--- config.mk ---
export PLATFORM = sky130hd
export DESIGN_NAME = burst_col_seq
export DESIGN_NICKNAME = d
export VERILOG_FILES = /design/src/rtl/burst_seq_pkg.sv /design/src/rtl/burst_len_decode.sv /design/src/rtl/burst_beat_ctrl.sv /design/src/rtl/burst_addr_gen.sv /design/src/rtl/burst_col_seq.sv
export SDC_FILE = /design/constraint.sdc
export NUM_CORES = 1
export LEC_CHECK = 0
export BUFFER_PORTS_ARGS = -buffer_cell sky130_fd_sc_hd__buf_2
export CORE_MARGIN = 10
export CORE_UTILIZATION = 50
export CTS_CLUSTER_SIZE = 12
export DETAILED_ROUTE_END_ITERATION = 10
export PLACE_DENSITY = 0.88
export SYNTH_ARGS = -nofsm -noshare
export SYNTH_HDL_FRONTEND = slang
export SYNTH_SLANG_ARGS = --single-unit
--- constraint.sdc ---
create_clock -name clk -period 1.9 [get_ports clk]
set_input_delay 0.38 -clock clk [delete_from_list [all_inputs] [get_ports clk]]
set_output_delay 0.38 -clock clk [all_outputs]
set_load 0.02 [all_outputs]
--- src/rtl/burst_seq_pkg.sv ---
package burst_seq_pkg;

  // Width of the widest varying field (8-beat burst)
  localparam int BEAT_W = 3;

  typedef enum logic [1:0] {
    BL_TWO       = 2'b00,
    BL_FOUR      = 2'b01,
    BL_EIGHT     = 2'b10,
    BL_EIGHT_ALT = 2'b11
  } blen_e;

  typedef enum logic {
    ORD_SEQ = 1'b0,
    ORD_XOR = 1'b1
  } order_e;

  // Bits of the low field that move inside a burst of the given length
  function automatic logic [BEAT_W-1:0] field_mask(blen_e code);
    case (code)
      BL_TWO:  field_mask = 3'b001;
      BL_FOUR: field_mask = 3'b011;
      default: field_mask = 3'b111;
    endcase
  endfunction

  // Index of the final beat (beat count minus one)
  function automatic logic [BEAT_W-1:0] final_beat(blen_e code);
    case (code)
      BL_TWO:  final_beat = 3'd1;
      BL_FOUR: final_beat = 3'd3;
      default: final_beat = 3'd7;
    endcase
  endfunction

  // Low field for beat b of a burst starting at s
  function automatic logic [BEAT_W-1:0] beat_offset(
    logic [BEAT_W-1:0] s,
    logic [BEAT_W-1:0] b,
    logic [BEAT_W-1:0] m,
    order_e            ord
  );
    logic [BEAT_W-1:0] moved;
    moved = (ord == ORD_XOR) ? (s ^ b) : (s + b);
    beat_offset = (s & ~m) | (moved & m);
  endfunction

endpackage

--- src/rtl/burst_len_decode.sv ---
module burst_len_decode
  import burst_seq_pkg::*;
(
  input  blen_e             code_i,
  output logic [BEAT_W-1:0] mask_o,
  output logic [BEAT_W-1:0] final_o
);

  always_comb begin
    mask_o  = field_mask(code_i);
    final_o = final_beat(code_i);
  end

endmodule

--- src/rtl/burst_beat_ctrl.sv ---
module burst_beat_ctrl
  import burst_seq_pkg::*;
(
  input  logic              clk,
  input  logic              rst_n,
  input  logic              start_i,
  input  logic [BEAT_W-1:0] final_d_i,
  output logic              accept_o,
  output logic              busy_o,
  output logic              at_last_o,
  output logic [BEAT_W-1:0] beat_o
);

  logic              busy_q;
  logic [BEAT_W-1:0] beat_q;
  logic [BEAT_W-1:0] final_q;
  logic              at_last_w;
  logic              accept_w;

  assign at_last_w = busy_q && (beat_q == final_q);
  assign accept_w  = start_i && (!busy_q || at_last_w);

  always_ff @(posedge clk) begin
    if (!rst_n) begin
      busy_q  <= 1'b0;
      beat_q  <= '0;
      final_q <= '0;
    end else if (accept_w) begin
      busy_q  <= 1'b1;
      beat_q  <= '0;
      final_q <= final_d_i;
    end else if (at_last_w) begin
      busy_q  <= 1'b0;
      beat_q  <= '0;
    end else if (busy_q) begin
      beat_q  <= beat_q + 1'b1;
    end
  end

  assign accept_o  = accept_w;
  assign busy_o    = busy_q;
  assign at_last_o = at_last_w;
  assign beat_o    = beat_q;

endmodule

--- src/rtl/burst_addr_gen.sv ---
module burst_addr_gen
  import burst_seq_pkg::*;
#(
  parameter int COL_W = 10
) (
  input  logic              clk,
  input  logic              rst_n,
  input  logic              load_i,
  input  logic [COL_W-1:0]  col_d_i,
  input  logic [BEAT_W-1:0] mask_d_i,
  input  order_e            ord_d_i,
  input  logic [BEAT_W-1:0] beat_i,
  output logic [COL_W-1:0]  col_o
);

  localparam int HI_W = COL_W - BEAT_W;

  logic [COL_W-1:0]  base_q;
  logic [BEAT_W-1:0] mask_q;
  order_e            ord_q;
  logic [BEAT_W-1:0] low_w;

  always_ff @(posedge clk) begin
    if (!rst_n) begin
      base_q <= '0;
      mask_q <= '0;
      ord_q  <= ORD_SEQ;
    end else if (load_i) begin
      base_q <= col_d_i;
      mask_q <= mask_d_i;
      ord_q  <= ord_d_i;
    end
  end

  assign low_w = beat_offset(base_q[BEAT_W-1:0], beat_i, mask_q, ord_q);

  generate
    if (HI_W > 0) begin : g_upper
      assign col_o = {base_q[COL_W-1:BEAT_W], low_w};
    end else begin : g_narrow
      assign col_o = low_w[COL_W-1:0];
    end
  endgenerate

endmodule

--- src/rtl/burst_col_seq.sv ---
module burst_col_seq
  import burst_seq_pkg::*;
#(
  parameter int COL_W = 10
) (
  input  logic             clk,
  input  logic             rst_n,
  input  logic             start_i,
  input  logic [COL_W-1:0] start_col_i,
  input  logic [1:0]       blen_i,
  input  logic             ilv_i,
  output logic [COL_W-1:0] col_o,
  output logic             valid_o,
  output logic             last_o
);

  logic              accept_w;
  logic              busy_w;
  logic              at_last_w;
  logic [BEAT_W-1:0] beat_w;
  logic [BEAT_W-1:0] mask_d_w;
  logic [BEAT_W-1:0] final_d_w;

  burst_len_decode u_dec (
    .code_i  (blen_e'(blen_i)),
    .mask_o  (mask_d_w),
    .final_o (final_d_w)
  );

  burst_beat_ctrl u_ctrl (
    .clk       (clk),
    .rst_n     (rst_n),
    .start_i   (start_i),
    .final_d_i (final_d_w),
    .accept_o  (accept_w),
    .busy_o    (busy_w),
    .at_last_o (at_last_w),
    .beat_o    (beat_w)
  );

  burst_addr_gen #(.COL_W(COL_W)) u_addr (
    .clk      (clk),
    .rst_n    (rst_n),
    .load_i   (accept_w),
    .col_d_i  (start_col_i),
    .mask_d_i (mask_d_w),
    .ord_d_i  (order_e'(ilv_i)),
    .beat_i   (beat_w),
    .col_o    (col_o)
  );

  assign valid_o = busy_w;
  assign last_o  = at_last_w;

endmodule

* Word-level counts from Yosys, hierarchy flattened
Index checks and enable logic that the tools add are counted.
** Word-level totals
- Flip-flop bits (word level) :: 18
- Latch bits :: 0
- Bits in writable memories :: 0
- Memory bits (read-only) :: 0
- Input port bits :: 16
- Output and inout port bits :: 12
- Memories :: 0
** Operators by class
- $add $sub $neg :: 2
- Multiply operators :: 0
- Div/mod/pow operators :: 0
- Magnitude comparators :: 0
- Equality and inequality tests :: 2
- Shift operators :: 0
- Mux-type cells :: 4
- Bitwise logic cells :: 6
- Reductions and logical operators :: 7
** Operators with widths (number)
- bitwise AND 3 bit :: 2
- one-hot mux 3 bit (2 select lines) :: 1
- adder 3 x 1 -> 3 bit, second input constant :: 1
- adder 3 bit :: 1
- equality test 3 bit :: 1
- two-way mux 3 bit :: 1
- inverter 3 bit :: 1
- bitwise OR 3 bit :: 1
- OR reduction 3 bit :: 1
- bitwise XOR 3 bit :: 1
- equality test 2 x 1 -> 1 bit, second input constant :: 1
- logical AND 1 bit :: 2
- zero test 2 bit :: 1
- two-way mux 1 bit :: 2
- nonzero test 2 bit :: 1
- zero test 1 bit :: 1
- logical OR 1 bit :: 1
- inverter 1 bit :: 1

* Longest topological paths before layout
- Depth after elaboration :: 5
- Depth in mapped cells :: 6

* By module
A second synthesis with hierarchy kept.
** Unflattened totals
- Cells, all modules :: 111
- Area, all modules :: 1131.1 sq um
** Modules (own cells, without submodules)
- burst_addr_gen :: instances 1, cells each 66, area an instance 708.2 sq um
- burst_beat_ctrl :: instances 1, cells each 38, area an instance 379.1 sq um
- burst_len_decode :: instances 1, cells each 7, area an instance 43.8 sq um

* Least setup slack after synthesis
OpenSTA, ideal clock, no wires.
- Path type :: register to output
- From :: register u_ctrl.beat_q[0] (netlist: u_ctrl.beat_o[0])
- To :: output col_o[2]
- Arrival :: 1.534 ns
- Required time :: 1.520 ns
- Slack :: -0.014 ns
- Stages on the path, launching flop included :: 7
- Buffers on the path :: 0
- Cells stage by stage :: dfxtp_1 ha_1 inv_1 fa_1 o21a_1 o21ai_0 xnor2_1
** Between the ends
- Longest elaborated chain between the ends :: 4
** RTL lines
- start, declared :: line burst_beat_ctrl.sv:15 : logic [BEAT_W-1:0] beat_q;
- start signal, assigned :: line burst_beat_ctrl.sv:36 : beat_q <= beat_q + 1'b1;
- adder 3 bit :: line burst_seq_pkg.sv:44 : moved = (ord == ORD_XOR) ? (s ^ b) : (s + b);
- two-way mux 3 bit :: line burst_seq_pkg.sv:44
- bitwise AND 3 bit :: line burst_seq_pkg.sv:45 : beat_offset = (s & ~m) | (moved & m);
- bitwise OR 3 bit :: line burst_seq_pkg.sv:45
- end, declared :: line burst_col_seq.sv:12 : output logic [COL_W-1:0] col_o,
No other way between the ends.

* Final worst setup path
- From :: register u_addr.base_q[0]
- To :: output col_o[2]
** Between the ends
- Longest elaborated chain between the ends :: 4
** RTL lines
- start, declared :: line burst_addr_gen.sv:18 : logic [COL_W-1:0] base_q;
- start signal, assigned :: line burst_addr_gen.sv:29 : base_q <= col_d_i;
- adder 3 bit :: line burst_seq_pkg.sv:44
- two-way mux 3 bit :: line burst_seq_pkg.sv:44
- bitwise AND 3 bit :: line burst_seq_pkg.sv:45
- bitwise OR 3 bit :: line burst_seq_pkg.sv:45
No other way between the ends.

==> results by group <==
Drt
  • Routed Antenna Nets: 0
  • WL met1: 929 um
  • Routed WL: 2050 um
  • # DRC: 0
  • WL/cell: 13.23 um
  • Via Count: 757
  • Initial drt markers: 22
  • Vias/cell: 4.884
  • Pre-antenna DRT Iters: 2
  • Highest metal used: met4
  • Met2 routed WL: 973 um
  • Met3 WL post-DR: 135 um

Worst setup path
  • Worst flop-to-flop path startpoint: u_ctrl.beat_o[2]$_SDFFE_PP0P_
  • R2R Setup Slk: 0.28 ns
  • Crit path capture type: output port
  • Crit Path Max Fanout: 2
  • R2R depth: 4
  • Crit Reg-Reg Endpoint: u_addr.base_q[0]$_SDFFE_PN0P_
  • Worst path required time: 1.52 ns
  • CP Class: reg -> out
  • Critical Path Source Type: flop
  • Crit path capture: col_o[2]
  • Data arrival, critical path: 1.76 ns
  • Critical Path Source: u_addr.base_q[0]$_SDFFE_PN0P_

Global routing
  • Vias in the first global route: 849
  • Initial antenna violation count: 0
  • GRT Residual Overflow: 0
  • Global-route wire length before repair: 3677 um
  • GRT Total Usage: 10.86%
  • Pin count of the biggest net entering global routing: 33

Cells and area
  • Area of the multi-input gates: 556.8 sq um
  • Register area: 362.8 sq um
  • Post-route insts no fill: 155
  • Number of fill cells in the layout: 152
  • Nets: 151
  • Antenna Cells: 0
  • Area grow syn2layout: 24.35%
  • Share of cells above drive strength 1: 40.00%
  • Post-Layout Inst Area: 0.001195 sq mm

Clocking
  • Later-pin clock latency in the skew report: 0.29 ns
  • Clock buffer depth: 2
  • CTS Root Cell: clkbuf_4
  • Cts-stage hold buffer count: 0
  • CTS tree: built
  • # clock sinks: 18
  • CTS buffer count: 3
  • Worst-path clk slew: 0.10 ns
  • # H-tree levels: 1

STA
  • Hold Fails Final Rpt: 0
  • Setup ws final: -0.2425 ns
  • WHS: 0.3285 ns
  • Final setup vio count: 2
  • Highest clock rate: 0.4667 GHz
  • Worst slew pin tran: 0.5196 ns
  • Clk_skew: 0.002087 ns
  • Final Cycle Share: 112.8%
  • Tmin final: 2.143 ns
  • RSZ-0062 raised after global routing: true
  • Worst rel slew slack: 65.24%
  • Slew Viols, Final: 0

Outcome
  • Outcome: finished, violations left
  • Failing checks: setup timing

Job
  • Maxcap violations: 0

Synthesis
  • Cells after Synth: 104
  • Top cells by area, synth: dfxtp_1 38%, mux2i_1 14%, nand2_1 9.8%, buf_4 5.5%, ha_1 3.9%
  • Ys Warns: 0
  • Count leader, synth: nand2_1
  • Top post-synthesis cells by count: 25 x nand2_1, 18 x dfxtp_1, 13 x mux2i_1, 7 x buf_4, 5 x inv_1
  • Sequential share of the synthesized area: 37.50%
  • Post-synth EDFFs: 0
  • Syn Area/Cell: 9.240 sq um
  • Syn Std Cell Area: 960.9 sq um
  • Netlist cell types: 26
  • Top_reg_cell synth: dfxtp_1
  • Synth area leader: dfxtp_1
  • Yosys reg bits: 18
  • Async set-reset flop share out of synthesis: 0%
  • Syn_nets: 124
  • Synth top area share: 37.50%

Power
  • Leakage power total: 0.5737 nW
  • PwrDens: 795.8 mW/mm^2
  • Worst vdd ir: 584.7 uV

Place
  • Final RePlAce weighted congestion: 0.7678
  • Placed instance count: 150
  • Placed Area: 0.001097 sq mm
  • Buffers on Ports: 27
  • Detailed-placement wirelength estimate: 1555 um

Die
  • Row cnt: 15
  • CORE AREA: 0.001783 sq mm
  • Die Area: 0.004076 sq mm
  • Initial Utilization: 53.89%
  • Die X: 63.84 um
  • Boundary Pins: 28
  • Die H: 63.84 um

Worst hold path
  • Worst Hold Class: in -> reg
## critical path: stages (launching register included)
cell     delay (ns)
dfxtp_2        0.37
ha_4           0.13
inv_2          0.03
fa_2           0.33
nor3_1         0.22
o21ai_2        0.12
xnor2_2        0.13
buf_4          0.15
## placed cells by master, fill, tap and decap left out
cell	instances
nand2_1	25
buf_2	25
dfxtp_1	16
mux2i_1	13
buf_4	7
inv_1	4
xor2_1	3
o21a_1	3
clkbuf_4	3
a21oi_2	2
o311ai_0	2
a21boi_0	2
ha_1	2
dfxtp_2	2
nor2_2	1
nor2_1	1
mux2_2	1
xor2_2	1
nor4b_2	1
nor3_1	1
o21ai_2	1
xnor2_2	1
nand2b_1	1
o41ai_4	1
o21ai_0	1
or3_1	1
nand3b_1	1
o31a_1	1
nor4b_1	1
a31o_2	1
inv_2	1
fa_2	1
ha_4	1
clkbuf_8	1
buf_6	1
## cell type report
| cell class | instances | area share (%) |
|---|---|---|
| multi-input cells | 70 | 46.60 |
| inverters | 5 | 1.571 |
| well taps | 25 | 2.618 |
| repair buffers | 33 | 15.81 |
| flip-flops and latches | 18 | 30.37 |
| clock buffers | 4 | 3.037 |
## through the flow
stage	power (mW)	utilization, %	worst slack [ns]	setup TNS [ns]
final	0.9509	67.02	-0.2425	-0.4075
after CTS	0.9479	65.82	-0.2451	-0.4394
after global routing	1.014	67.02	-0.3437	-0.6975
after detailed placement	0.7021	61.54	-0.08780	-0.08780
after floorplan	0.6427	-	0.04664	0
after global placement	0.6922	61.54	-0.01098	-0.01098
## metal layers
layer,vias to the layer above,GRT usage (%)
li1,395,-
met1,342,12.66
met2,18,16.92
met3,2,4.530
met4,0,4.918
met5,-,0
## power breakdown
| group | switching [mW] | internal, mW | leakage, nW |
|---|---|---|---|
| Sequential | 0.0324 | 0.415 | 0.149 |
| Combinational | 0.149 | 0.123 | 0.403 |
| Clock | 0.115 | 0.117 | 0.0210 |
| Total | 0.296 | 0.655 | 0.574 |
## cells by family (layout without fill, tap and decap cells)
| kind of cell | after synthesis | count (layout) | share of synthesized area, % |
|---|---|---|---|
| compound gates | 14 | 14 | 12.50 |
| xor+xnor | 5 | 5 | 4.557 |
| fa+ha+maj | 4 | 4 | 5.990 |
| buf+inv | 16 | 42 | 9.766 |
| flops | 18 | 18 | 37.50 |
| mux | 14 | 14 | 14.71 |
| simple gates | 33 | 33 | 14.98 |
## sequential cells by signal (all words and copies together) (netlist names)
register        cells
u_ctrl.beat_o       3
u_addr.base_q      10
u_ctrl.final_q      3
u_ctrl.busy_o       1
u_addr.ord_q        1
## worst min-delay path by stage
stage,end,cells after the start,from,slack (ns)
after floorplan,u_addr.base_q[3]$_SDFFE_PN0P_,2,u_addr.base_q[3]$_SDFFE_PN0P_,0.44
after global placement,u_addr.base_q[5]$_SDFFE_PN0P_,2,u_addr.base_q[5]$_SDFFE_PN0P_,0.44
after detailed placement,u_addr.base_q[8]$_SDFFE_PN0P_,2,u_addr.base_q[8]$_SDFFE_PN0P_,0.45
after CTS,u_addr.base_q[1]$_SDFFE_PN0P_,3,start_col_i[1],0.32
after global routing,u_addr.ord_q$_SDFFE_PN0P_,3,ilv_i,0.32
final,u_addr.base_q[9]$_SDFFE_PN0P_,3,start_col_i[9],0.33
## timing repair
action                     4_1_cts  5_1_grt
resized for setup               10        5
pin swaps                        3        2
setup buffers                    1        0
setup endpoints to repair        3        3
Power figures use the tool's default switching activity.
